### src/rtl/irqStatPkg.sv
`timescale 1ns/1ps
package irqStatPkg;
  // Word addresses of the register port
  localparam int ADDR_MASK   = 0;
  localparam int ADDR_STATUS = 1;
  localparam int ADDR_VECTOR = 2;
  localparam int ADDR_DMA    = 3;

  // Status bit positions used by the logic
  localparam int BIT_NACK     = 1;
  localparam int BIT_ACC_RDY  = 2;
  localparam int BIT_RX_RDY   = 3;
  localparam int BIT_TX_RDY   = 4;
  localparam int BIT_SLV_ADDR = 9;
  localparam int BIT_TX_UNDER = 10;
  localparam int BIT_RX_OVER  = 11;
  localparam int BIT_BUSY     = 12;
  localparam int BIT_ONE_BYTE = 15;

  typedef enum logic [2:0] {
    SEL_NONE, SEL_MASK, SEL_STATUS, SEL_VECTOR, SEL_DMA
  } readSel_t;

  typedef struct packed {
    logic     wrMask;
    logic     wrDma;
    logic     rdVector;
    readSel_t readSel;
  } strobe_t;
endpackage

### src/rtl/irqCtrlDecode.sv
`timescale 1ns/1ps
module irqCtrlDecode
  import irqStatPkg::*;
#(
  parameter int ADDR_W = 3
) (
  input  logic              clk,
  input  logic              rstN,
  input  logic              regWrEn,
  input  logic              regRdEn,
  input  logic [ADDR_W-1:0] regAddr,
  output strobe_t           strb
);
  logic isMask, isStatus, isVector, isDma;

  always_comb begin
    isMask   = (regAddr == ADDR_W'(ADDR_MASK));
    isStatus = (regAddr == ADDR_W'(ADDR_STATUS));
    isVector = (regAddr == ADDR_W'(ADDR_VECTOR));
    isDma    = (regAddr == ADDR_W'(ADDR_DMA));

    strb.wrMask   = regWrEn && isMask;
    strb.wrDma    = regWrEn && isDma;
    strb.rdVector = regRdEn && isVector;
    strb.readSel  = SEL_NONE;
    if (regRdEn) begin
      if (isMask)        strb.readSel = SEL_MASK;
      else if (isStatus) strb.readSel = SEL_STATUS;
      else if (isVector) strb.readSel = SEL_VECTOR;
      else if (isDma)    strb.readSel = SEL_DMA;
    end
  end

  // writes to read-only or unmapped words raise no write strobe
  assert_ro_write_ignored_R8: assert property (@(posedge clk) disable iff (!rstN)
    (regWrEn && !isMask && !isDma) |-> (!strb.wrMask && !strb.wrDma));
endmodule

### src/rtl/irqStatusDatapath.sv
`timescale 1ns/1ps
module irqStatusDatapath
  import irqStatPkg::*;
#(
  parameter int DATA_W     = 16,
  parameter int MASK_W     = 5,
  parameter int BUSY_BIT   = BIT_BUSY,
  parameter int RX_RDY_BIT = BIT_RX_RDY,
  parameter int TX_RDY_BIT = BIT_TX_RDY,
  parameter int RX_DMA_BIT = 15,
  parameter int TX_DMA_BIT = 7
) (
  input  logic              clk,
  input  logic              rstN,
  input  strobe_t           strb,
  input  logic [DATA_W-1:0] regWrData,
  input  logic [DATA_W-1:0] statusSet,
  input  logic              busBusy,
  output logic [DATA_W-1:0] regRdData,
  output logic              irqOut,
  output logic              rxDmaReq,
  output logic              txDmaReq
);
  localparam int VEC_W = $clog2(MASK_W + 1);
  localparam logic [DATA_W-1:0] STORE_MASK = ~(DATA_W'(1) << BUSY_BIT);

  logic [DATA_W-1:0] statusReg, statusNext, clrFull;
  logic [MASK_W-1:0] maskReg, maskNext, pending, clrOneHot;
  logic              rxDmaEn, txDmaEn;
  logic [VEC_W-1:0]  vecIdx;
  logic              unusedWr;

  assign unusedWr = ^regWrData;

  // Lowest enabled pending source
  always_comb begin
    pending   = statusReg[MASK_W-1:0] & maskReg;
    clrOneHot = pending & (~pending + MASK_W'(1));
    vecIdx    = '0;
    for (int i = MASK_W - 1; i >= 0; i--) begin
      if (pending[i]) vecIdx = VEC_W'(i + 1);
    end
  end

  // Set pulses win over the vector-read clear
  always_comb begin
    clrFull    = strb.rdVector ? DATA_W'(clrOneHot) : '0;
    statusNext = (statusReg & ~clrFull) | (statusSet & STORE_MASK);
  end

  always_comb begin
    maskNext = maskReg;
    if (strb.wrMask) begin
      maskNext = regWrData[MASK_W-1:0];
    end else if (strb.wrDma) begin
      if (regWrData[RX_DMA_BIT]) maskNext[RX_RDY_BIT] = 1'b0;
      if (regWrData[TX_DMA_BIT]) maskNext[TX_RDY_BIT] = 1'b0;
    end
  end

  always_ff @(posedge clk or negedge rstN) begin
    if (!rstN) begin
      statusReg <= '0;
      maskReg   <= '0;
      rxDmaEn   <= 1'b0;
      txDmaEn   <= 1'b0;
    end else begin
      statusReg <= statusNext;
      maskReg   <= maskNext;
      if (strb.wrDma) begin
        rxDmaEn <= regWrData[RX_DMA_BIT];
        txDmaEn <= regWrData[TX_DMA_BIT];
      end
    end
  end

  always_comb begin
    regRdData = '0;
    case (strb.readSel)
      SEL_MASK:   regRdData = DATA_W'(maskReg);
      SEL_STATUS: regRdData = statusReg | (DATA_W'(busBusy) << BUSY_BIT);
      SEL_VECTOR: regRdData = DATA_W'(vecIdx);
      SEL_DMA: begin
        regRdData[RX_DMA_BIT] = rxDmaEn;
        regRdData[TX_DMA_BIT] = txDmaEn;
      end
      default:    regRdData = '0;
    endcase
  end

  assign irqOut   = |pending;
  assign rxDmaReq = rxDmaEn && statusReg[RX_RDY_BIT];
  assign txDmaReq = txDmaEn && statusReg[TX_RDY_BIT];

  assert_irq_follows_set_R1: assert property (@(posedge clk) disable iff (!rstN)
    ((|(statusSet[MASK_W-1:0] & maskReg)) && !strb.wrMask && !strb.wrDma) |=> irqOut);

  assert_mask_load_R2: assert property (@(posedge clk) disable iff (!rstN)
    strb.wrMask |=> (maskReg == $past(regWrData[MASK_W-1:0])));

  assert_busy_live_R3: assert property (@(posedge clk) disable iff (!rstN)
    (strb.readSel == SEL_STATUS) |-> (regRdData[BUSY_BIT] == busBusy));

  assert_vector_clears_one_R4: assert property (@(posedge clk) disable iff (!rstN)
    (strb.rdVector && (|pending) && (statusSet == '0))
      |=> ($countones(statusReg) == $countones($past(statusReg)) - 1));

  assert_rx_req_off_R6: assert property (@(posedge clk) disable iff (!rstN)
    !rxDmaEn |-> !rxDmaReq);

  assert_tx_req_off_R6: assert property (@(posedge clk) disable iff (!rstN)
    !txDmaEn |-> !txDmaReq);

  assert_dma_clears_mask_R7: assert property (@(posedge clk) disable iff (!rstN)
    (strb.wrDma && regWrData[RX_DMA_BIT]) |=> !maskReg[RX_RDY_BIT]);

  assert_set_wins_R9: assert property (@(posedge clk) disable iff (!rstN)
    (|(statusSet & STORE_MASK))
      |=> ((statusReg & $past(statusSet & STORE_MASK)) == $past(statusSet & STORE_MASK)));
endmodule

### src/rtl/irqVectorUnit.sv
`timescale 1ns/1ps
module irqVectorUnit
  import irqStatPkg::*;
#(
  parameter int DATA_W = 16,
  parameter int MASK_W = 5,
  parameter int ADDR_W = 3
) (
  input  logic              clk,
  input  logic              rstN,
  input  logic              regWrEn,
  input  logic              regRdEn,
  input  logic [ADDR_W-1:0] regAddr,
  input  logic [DATA_W-1:0] regWrData,
  output logic [DATA_W-1:0] regRdData,
  input  logic [DATA_W-1:0] statusSet,
  input  logic              busBusy,
  output logic              irqOut,
  output logic              rxDmaReq,
  output logic              txDmaReq
);
  strobe_t strb;

  irqCtrlDecode #(.ADDR_W(ADDR_W)) i_ctrl (
    .clk     (clk),
    .rstN    (rstN),
    .regWrEn (regWrEn),
    .regRdEn (regRdEn),
    .regAddr (regAddr),
    .strb    (strb)
  );

  irqStatusDatapath #(.DATA_W(DATA_W), .MASK_W(MASK_W)) i_dp (
    .clk       (clk),
    .rstN      (rstN),
    .strb      (strb),
    .regWrData (regWrData),
    .statusSet (statusSet),
    .busBusy   (busBusy),
    .regRdData (regRdData),
    .irqOut    (irqOut),
    .rxDmaReq  (rxDmaReq),
    .txDmaReq  (txDmaReq)
  );
endmodule

### config.mk
export PLATFORM = sky130hd
export DESIGN_NAME = irqVectorUnit
export DESIGN_NICKNAME = d
export VERILOG_FILES = /design/src/rtl/irqStatPkg.sv /design/src/rtl/irqCtrlDecode.sv /design/src/rtl/irqStatusDatapath.sv /design/src/rtl/irqVectorUnit.sv
export SDC_FILE = /design/constraint.sdc
export NUM_CORES = 1
export LEC_CHECK = 0
export BUFFER_PORTS_ARGS = -buffer_cell sky130_fd_sc_hd__buf_2
export CELL_PAD_IN_SITES_DETAIL_PLACEMENT = 1
export CELL_PAD_IN_SITES_GLOBAL_PLACEMENT = 1
export CORE_MARGIN = 3
export CORE_UTILIZATION = 29
export CTS_CLUSTER_DIAMETER = 40
export DETAILED_ROUTE_END_ITERATION = 16
export GPL_ROUTABILITY_DRIVEN = 0
export PLACE_DENSITY_LB_ADDON = 0.1
export SYNTH_ARGS = -nofsm -noshare
export SYNTH_HDL_FRONTEND = slang
export SYNTH_SLANG_ARGS = --single-unit
export TNS_END_PERCENT = 10
### constraint.sdc
create_clock -name clk -period 1.1 [get_ports clk]
set_input_delay 0.22 -clock clk [delete_from_list [all_inputs] [get_ports clk]]
set_output_delay 0.22 -clock clk [all_outputs]
set_load 0.05 [all_outputs]
======== Yosys cells after proc, flatten, opt, wreduce, memory -nomap -nowiden ========
Index checks and enable logic that the tools add are counted.
storage, ports and cells
  bits in writable memories ............... 0
  bits in latches ......................... 0
  word-level logic and storage cells ...... 52
  register bits ........................... 23
  output and inout bits ................... 19
  input port bits ......................... 40
  memories ................................ 0
  bits in read-only memories .............. 0
cells by class
  eq/ne operators ......................... 7
  magnitude comparators ................... 0
  shift-type cells ........................ 0
  multipliers ............................. 0
  reductions and logical operators ........ 12
  bitwise gates (word level) .............. 7
  mux-type cells .......................... 19
  add/sub/neg operators ................... 1
  divide/modulo/power cells ............... 0
operators with widths
  cell                                                  number
  two-way mux 3 bit                                     10
  one-hot mux 7 bit (3 select lines)                    1
  AND 16 bit                                            1
  NOT 16 bit                                            1
  OR 16 x 13 -> 16 bit                                  1
  OR 16 bit                                             1
  equality test 3 x 2 -> 1 bit (second input constant)  4
  AND 5 bit                                             2
  two-way mux 7 bit                                     1
  equality test 3 x 1 -> 1 bit (second input constant)  2
  nonzero test 2 bit                                    3
  adder 5 x 1 -> 5 bit (second input constant)          1
  logical AND 1 bit                                     5
  two-way mux 5 bit                                     1
  NOT 5 bit                                             1
  OR reduction 5 bit                                    1
  two-way mux 2 bit                                     2
  one-hot mux 1 bit (2 select lines)                    2
  AND reduction 2 bit                                   2
  equality test 3 bit (second input constant)           1
  zero test 3 bit                                       1
  two-way mux 1 bit                                     2

======== Depth between registers and ports, before layout ========
Gate-level depths: netlist (run 1).
  word-level depth ........................ 8
  gate-level depth with buffers ........... 4
  mapped depth without buffers ............ 3

======== By module ========
A second synthesis (run 1) with hierarchy kept.
second synthesis, totals
  cells, all modules ...................... 111
  area, all modules ....................... 1121.1 µm²
modules (own cells, without submodules)
  module             instances  cells each  area an instance (µm²)  seq. area each (µm²)
  irqStatusDatapath  1          102         1054.8                  550.5
  irqCtrlDecode      1          9           66.3                    0.0

======== Worst setup path after synthesis (run 1) ========
OpenSTA, ideal clock, no wires.
  path kind ............................... input to output
  start ................................... in regAddr[1]
  end ..................................... out regRdData[2]
  arrival ................................. 1630 ps
  cell stages on the path ................. 3
  setup slack ............................. -750 ps
  buffers on the path ..................... 1
  required time ........................... 880 ps
  cells stage by stage .................... buf_6 > or3b_2 > o22ai_1
between the ends
  longest elaborated chain between the ends .. 8
  elaborated cells between the ends (all ways) .. 13
  those cells by class .................... 6 x eq/ne; 6 x mux; 1 x reduce/logical
ends and longest elaborated chain
  element                                                                              RTL line                 RTL
  start, declared                                                                      irqVectorUnit.sv:13      input logic [ADDR_W-1:0] regAddr,
  equality test 3 x 2 -> 1 bit                                                         irqCtrlDecode.sv:20      isDma = (regAddr == ADDR_W'(ADDR_DMA));
  two-way mux 3 bit                                                                    irqCtrlDecode.sv:30      else if (isDma) strb.readSel = SEL_DMA;
  two-way mux 3 bit                                                                    irqCtrlDecode.sv:29      else if (isVector) strb.readSel = SEL_VECTOR;
  two-way mux 3 bit                                                                    irqCtrlDecode.sv:28      else if (isStatus) strb.readSel = SEL_STATUS;
  two-way mux 3 bit *                                                                  irqCtrlDecode.sv:27      if (isMask) strb.readSel = SEL_MASK;
  two-way mux 3 bit *                                                                  irqCtrlDecode.sv:26      if (regRdEn) begin
  equality test 3 x 2 -> 1 bit / equality test 3 x 1 -> 1 bit (equally long branches)  irqStatusDatapath.sv:79  case (strb.readSel)
  one-hot mux 7 bit (3 select lines) *                                                 irqStatusDatapath.sv:79
  end, declared                                                                        irqVectorUnit.sv:15      output logic [DATA_W-1:0] regRdData,
Mark *: on every way between the ends. The rest lies on a longest branch, timed or not.

======== Worst setup path in the final report (run 1) ========
  start ................................... reg i_dp.statusReg[0]
  end ..................................... out regRdData[0]
between the ends
  longest elaborated chain between the ends .. 3
  elaborated cells between the ends (all ways) .. 4
  those cells by class .................... 2 x mux; 2 x bitwise
ends and longest elaborated chain
  element                               RTL line                 RTL
  start, declared                       irqStatusDatapath.sv:27  logic [DATA_W-1:0] statusReg, statusNext, clrFull;
  start signal, assigned                irqStatusDatapath.sv:68  statusReg <= statusNext;
  AND 5 bit                             irqStatusDatapath.sv:37  pending = statusReg[MASK_W-1:0] & maskReg;
  two-way mux 3 bit                     irqStatusDatapath.sv:41  if (pending[i]) vecIdx = VEC_W'(i + 1);
  one-hot mux 7 bit (3 select lines) *  irqStatusDatapath.sv:79
Marks and branches as above.

==> impl_metrics.py, run 1 <==
metrics = {
    "status": {
        "run_status": "finished with violations",
        "violations": "setup timing",
    },
    "grt": {
        "grt_max_degree": 23,
        "grtUsageTotal": 0.141,
        "antenna_found_initial": 0,
        "grt_pass1_wl_um": 4840,
        "grt_pass1_vias": 1012,
        "grt-ovfl-total": 0,
    },
    "clock_network": {
        "clk_pin_slew_ns": 0.08,
        "cts_root_buffer": "clkbuf_8",
        "cts_inserted_buffers": 3,
        "cts_buffer_depth": 2,
        "worstSkewPairLatency_ns": 0.26,
        "clock_sinks": 22,
        "htreeDepth": 1,
        "cts_tree": "built",
    },
    "die": {
        "die_x_um": 67.8,
        "core_mm2": 0.00349,
        "start_util": 0.317,
        "core.rowCount": 21,
        "ios": 59,
        "die_h_um": 67.8,
        "die_area_mm2": 0.00460,
    },
    "sta": {
        "slew_viol_final": 0,
        "hold_slack_ns": 0.133,
        "grt_setup_unrepaired": "true",
        "skew_ns": 0.00228,
        "setup_ws_ns": -0.544,
        "period_share": 1.49,
        "fmax_ghz": 0.608,
        "finalSetupViolations": 27,
        "finalCriticalPeriod_ns": 1.64,
        "worst_pin_slew_ns": 0.523,
        "timing.slew.headroom": 0.651,
        "final_hold_viol_count": 0,
        "fin_setup_tns_ns": -6.10,
    },
    "routing": {
        "vias": 1016,
        "drt_first_pass_iters": 4,
        "wl_per_cell_um": 14.8,
        "totalWireLength_um": 3180,
        "drc_errors": 0,
        "avgViaCountPerCell": 4.73,
        "initialDrtViolationCount": 22,
        "drtAntennaViolNets": 0,
    },
    "finish": {
        "fillers": 399,
        "final_core_util": 0.550,
        "nNetsFinal": 210,
        "synthToLayoutAreaGrowth_pct": 73.4,
        "drive_gt1_frac": 0.675,
        "antenna_cells": 0,
    },
    "power": {
        "p_switching_uw": 777,
        "total_power_uw": 2410,
        "switching_share": 0.322,
        "peakVddDrop_uv": 567,
        "p_seq_frac": 0.393,
        "intPower_uw": 1630,
        "p_leak_uw": 0.000812,
        "power_density_mw_per_mm2": 1250,
        "combPwrFrac": 0.368,
        "clockPowerShare": 0.239,
    },
    "synth": {
        "synth_top_area_cell": "dfrtp_1",
        "syn_inst": 96,
        "synthTopCellsByArea": "dfrtp_1 (50%), mux2_2 (7.1%), and2_1 (6.8%)",
        "syn_avg_cell_area_um2": 11.5,
        "syn_nets": 136,
        "yosysWarnings": 0,
        "ys_types": 24,
        "synth_seq_cells": 22,
        "synthFlopType": "dfrtp_1",
        "ys_top_cells_by_count": "dfrtp_1 (22), and2_1 (12), or2_2 (10), mux2_2 (7), mux2i_1 (7)",
        "synth_edf_count": 0,
        "synth-seq-area-share": 0.497,
        "netlist_area_mm2": 0.00111,
        "async_reset_ff_frac": 1.00,
        "yosysMostFrequentCell": "dfrtp_1",
        "yosysTopAreaCellShare": 0.497,
    },
    "critical_path": {
        "crit_path_start_kind": "flop",
        "critical_path_class": "flop to primary output",
        "critPathCaptureType": "primary output",
        "crit_arrival_ns": 1.42,
        "cp_top_family": "flip-flops",
        "slowest_delay_ns": 0.43,
        "cp_slowest_cell": "dfrtp_1",
        "required_ns": 0.88,
        "worst-path-buf-inv": 1,
        "critical_path.cell_chain": "and2_1 -> o21ai_1 -> o22ai_4 -> buf_6",
        "crit_fanout": 5,
    },
    "placement": {
        "port_buffers": 48,
        "place_ws_ns": -0.453,
        "place_hpwl_um": 2390,
    },
    "flow_run": {
        "maxCapViolations": 0,
    },
    "min_path": {
        "hold_path_class": "input port to flop",
    },
}
cell families after synthesis:
logic type	after synthesis	share of synthesized area
compound gates	15	0.0971
buf+inv	2	0.0203
flops	22	0.497
mux	14	0.134
simple gates	43	0.252
flip-flops by register name, indices dropped and copies added, names as in the netlist:
name and cells:
i_dp.txDmaEn 1, i_dp.rxDmaEn 1, i_dp.maskReg 5, i_dp.statusReg 15
final cells by class:
| class | count | area [um2] | area share |
|---|---|---|---|
| clock buffers | 4 | 55.1 | 0.0286 |
| multi-input cells | 72 | 674 | 0.351 |
| flip-flops and latches | 22 | 553 | 0.288 |
| well taps | 46 | 57.6 | 0.0299 |
| repair buffers | 71 | 582 | 0.303 |
worst reg2reg max path, cell delays in order (launching register included):
cell and delay (ns):
dfrtp_1 0.43, a22oi_2 0.25, buf_6 0.15, buf_6 0.09, nand4b_1 0.09, o22a_1 0.17
power groups by stage:
stage / Sequential [uW] / Combinational (uW) / Clock (uW)
after global routing: 957 / 942 / 641
final: 946 / 886 / 576
after detailed placement: 949 / 691 / 0
after global placement: 948 / 679 / 0
after floorplan: 933 / 436 / 0
after CTS: 941 / 768 / 602
layer usage:
| layer | GRT usage | wire, um |
|---|---|---|
| met3 | 0.0296 | 189 |
| met1 | 0.177 | 1350 |
| met5 | 0 | 0 |
| met2 | 0.239 | 1610 |
| met4 | 0.0521 | 25 |
worst paths after layout:
check                                    from                  to  slack [ns]  cells past startpoint
setup / recovery            i_dp.statusReg[0]        regRdData[0]       -0.54                      4
hold / removal                   statusSet[2]   i_dp.statusReg[2]        0.13                      2
setup reg to reg              i_dp.maskReg[2]   i_dp.statusReg[4]       -0.19                      5
hold reg to reg            i_dp.statusReg[11]  i_dp.statusReg[11]        0.46                      1
max in group asynchronous                rstN     i_dp.maskReg[3]        0.26                      2
min in group asynchronous                rstN   i_dp.statusReg[5]        0.46                      2
layout by cell type, fill, tap and decap left out, types with 2 or more instances in the layout:
master / n
nand3_2: 2
mux2_2: 5
mux2i_1: 5
buf_6: 23
nand4_1: 2
o22ai_4: 3
nand2_1: 5
clkbuf_8: 4
a21o_1: 4
mux2_4: 2
buf_2: 28
dfrtp_2: 2
mux2i_4: 2
and2_4: 5
nor2_1: 3
and2_1: 7
dfrtp_1: 20
a21boi_0: 2
or2_2: 10
buf_4: 15
buf_8: 4
a22oi_2: 2
nor2_4: 2
per-stage QoR:
step / instance area (um2) / cells
floorplan: 1170 / 96
global placement: 1590 / 207
detailed placement: 1590 / 207
CTS: 1750 / 213
global route: 1920 / 215
finish: 1920 / 215
repair_timing:
action | in CTS | in global routing
pin swaps | 0 | 7
hold endpoints to repair | 22 | 0
setup buffers | 1 | 2
resized for setup | 21 | 61
setup endpoints to repair | 26 | 28
hold buffers | 1 | 0
Note: power is estimated with default switching activity, not from simulation.
==> run 2: changes to the inputs <==
Settings changed: CORE_MARGIN 3 to not set.
==> impl_metrics.py, run 2 (synthesized netlist as in run 1, its figures left out) <==
metrics = {
    "status": {
        "run_status": "finished with violations",
        "violations": "setup timing",
    },
    "critical_path": {
        "required_ns": 0.88,
        "critical_path.cell_chain": "a22o_1 -> a31oi_2 -> o22ai_4 -> buf_6",
        "crit_path_start_kind": "flop",
        "cp_top_family": "compound AO/OA/AOI/OAI gates",
        "crit_fanout": 4,
        "slowest_delay_ns": 0.43,
        "cp_slowest_cell": "dfrtp_1",
        "crit_arrival_ns": 1.40,
        "worst-path-buf-inv": 1,
        "reg2reg_depth": 4,
        "critical_path_class": "flop to primary output",
        "regToRegEndpoint": "i_dp.statusReg[3]",
        "critPathCaptureType": "primary output",
        "r2r_slack_ns": -0.12,
        "r2r_start": "i_dp.statusReg[2]",
    },
    "power": {
        "p_leak_uw": 0.000828,
        "peakVddDrop_uv": 843,
        "power_density_mw_per_mm2": 1340,
        "total_power_uw": 2590,
    },
    "routing": {
        "drt_first_pass_iters": 4,
        "vias": 1035,
        "initialDrtViolationCount": 16,
        "wl_per_cell_um": 14.4,
        "totalWireLength_um": 3180,
        "drtAntennaViolNets": 0,
        "drc_errors": 0,
        "avgViaCountPerCell": 4.68,
    },
    "die": {
        "core_mm2": 0.00366,
        "ios": 59,
        "die_x_um": 63.8,
        "die_area_mm2": 0.00407,
        "die_h_um": 63.8,
        "start_util": 0.303,
        "core.rowCount": 22,
    },
    "sta": {
        "slew_viol_final": 0,
        "finalSetupViolations": 21,
        "period_share": 1.48,
        "grt_setup_unrepaired": "true",
        "finalCriticalPeriod_ns": 1.62,
        "skew_ns": 0.00535,
        "timing.slew.headroom": 0.659,
        "fmax_ghz": 0.616,
        "worst_pin_slew_ns": 0.512,
        "setup_ws_ns": -0.523,
        "final_hold_viol_count": 0,
    },
    "clock_network": {
        "clock_sinks": 22,
        "cts_inserted_buffers": 3,
        "cts_root_buffer": "clkbuf_8",
        "cts_buffer_depth": 2,
        "htreeDepth": 1,
        "cts_tree": "built",
        "worstSkewPairLatency_ns": 0.27,
        "clk_pin_slew_ns": 0.09,
    },
    "finish": {
        "layout_common_cells": "buf_2 (29), buf_4 (23), dfrtp_1 (21), buf_6 (21)",
        "fin_area_mm2": 0.00193,
        "largest_reg_flops": 15,
        "antenna_cells": 0,
        "nNetsFinal": 214,
        "synthToLayoutAreaGrowth_pct": 74.2,
        "largestRegisters": "i_dp.statusReg x15, i_dp.maskReg x5",
        "largest-register": "i_dp.statusReg",
        "layout_commonest_cell": "buf_2",
        "drive_gt1_frac": 0.665,
    },
    "grt": {
        "grt_pass1_vias": 1148,
        "grt_pass1_wl_um": 5320,
        "grt-ovfl-total": 0,
        "grtUsageTotal": 0.168,
        "grt_max_degree": 23,
        "antenna_found_initial": 0,
    },
    "placement": {
        "port_buffers": 48,
        "place_hpwl_um": 2400,
        "post_dp_cell_area_mm2": 0.00163,
        "place_ws_ns": -0.405,
    },
    "flow_run": {
        "maxCapViolations": 0,
    },
    "min_path": {
        "hold_path_class": "input port to flop",
        "min_from": "statusSet[1]",
        "holdPathStages": 2,
        "hold_path_end": "i_dp.statusReg[1]",
    },
}
## run 2: cell count changes in the layout (fill, tap and decap cells not counted), sizes merged
cell / change
bufinv: +1
clkbuf: -1
buf: +4
## run 2: power breakdown
group | leakage, uW | internal [uW] | switching [uW]
combinational | 0.000576 | 445 | 427
sequential | 0.000216 | 868 | 81.5
clock | 0.0000357 | 486 | 285
total | 0.000828 | 1800 | 793
## run 2: area by class of cell
class | instances | area (um2)
clock inverter | 1 | 30.0
tap | 48 | 60.1
fill | 428 | 1730
clock buffer | 3 | 41.3
multi-input combinational | 72 | 668
timing repair buffer | 75 | 579
sequential | 22 | 552
## run 2: through the flow
step	setup TNS (ns)	instances	utilization	hold WS, ns
floorplan	-5.15	96	-	-0.0756
global placement	-7.13	214	0.445	0.219
detailed placement	-7.82	214	0.445	0.227
CTS	-6.01	221	0.518	0.123
global route	-7.26	221	0.527	0.119
finish	-5.85	221	0.527	0.122
## run 2: worst max path at each step
| stage | from | to | slack (ns) | cells after the start |
|---|---|---|---|---|
| floorplan | i_dp.statusReg[2] | regRdData[2] | -0.30 | 3 |
| global placement | regAddr[2] | regRdData[2] | -0.38 | 4 |
| detailed placement | regAddr[2] | regRdData[1] | -0.40 | 5 |
| CTS | i_dp.statusReg[2] | regRdData[0] | -0.53 | 4 |
| global route | i_dp.statusReg[2] | regRdData[0] | -0.58 | 4 |
| finish | i_dp.statusReg[2] | regRdData[0] | -0.52 | 4 |
## run 2: metal layers
metal	GRT usage	share of wire	vias up
met1	0.194	0.43	512
li1	-	-	497
met3	0.0321	0.030	2
met2	0.322	0.54	24
met4	0.0256	0.0041	0
met5	0	0	-
## run 2: what timing repair did
action / 4_1_cts / 5_1_grt
hold endpoints to repair: 22 / 0
gates resized for setup: 50 / 9
setup buffers: 2 / 0
pin swaps: 2 / 2
cloned: 0 / 0
endpoints found under the setup margin: 27 / 28
hold buffers: 1 / 0
## run 2: worst register-to-register path, cell delays in order (launching register included)
cell and delay, ns:
dfrtp_1 0.43, a22oi_2 0.24, buf_4 0.18, nand4_1 0.10
a21o_1 0.17
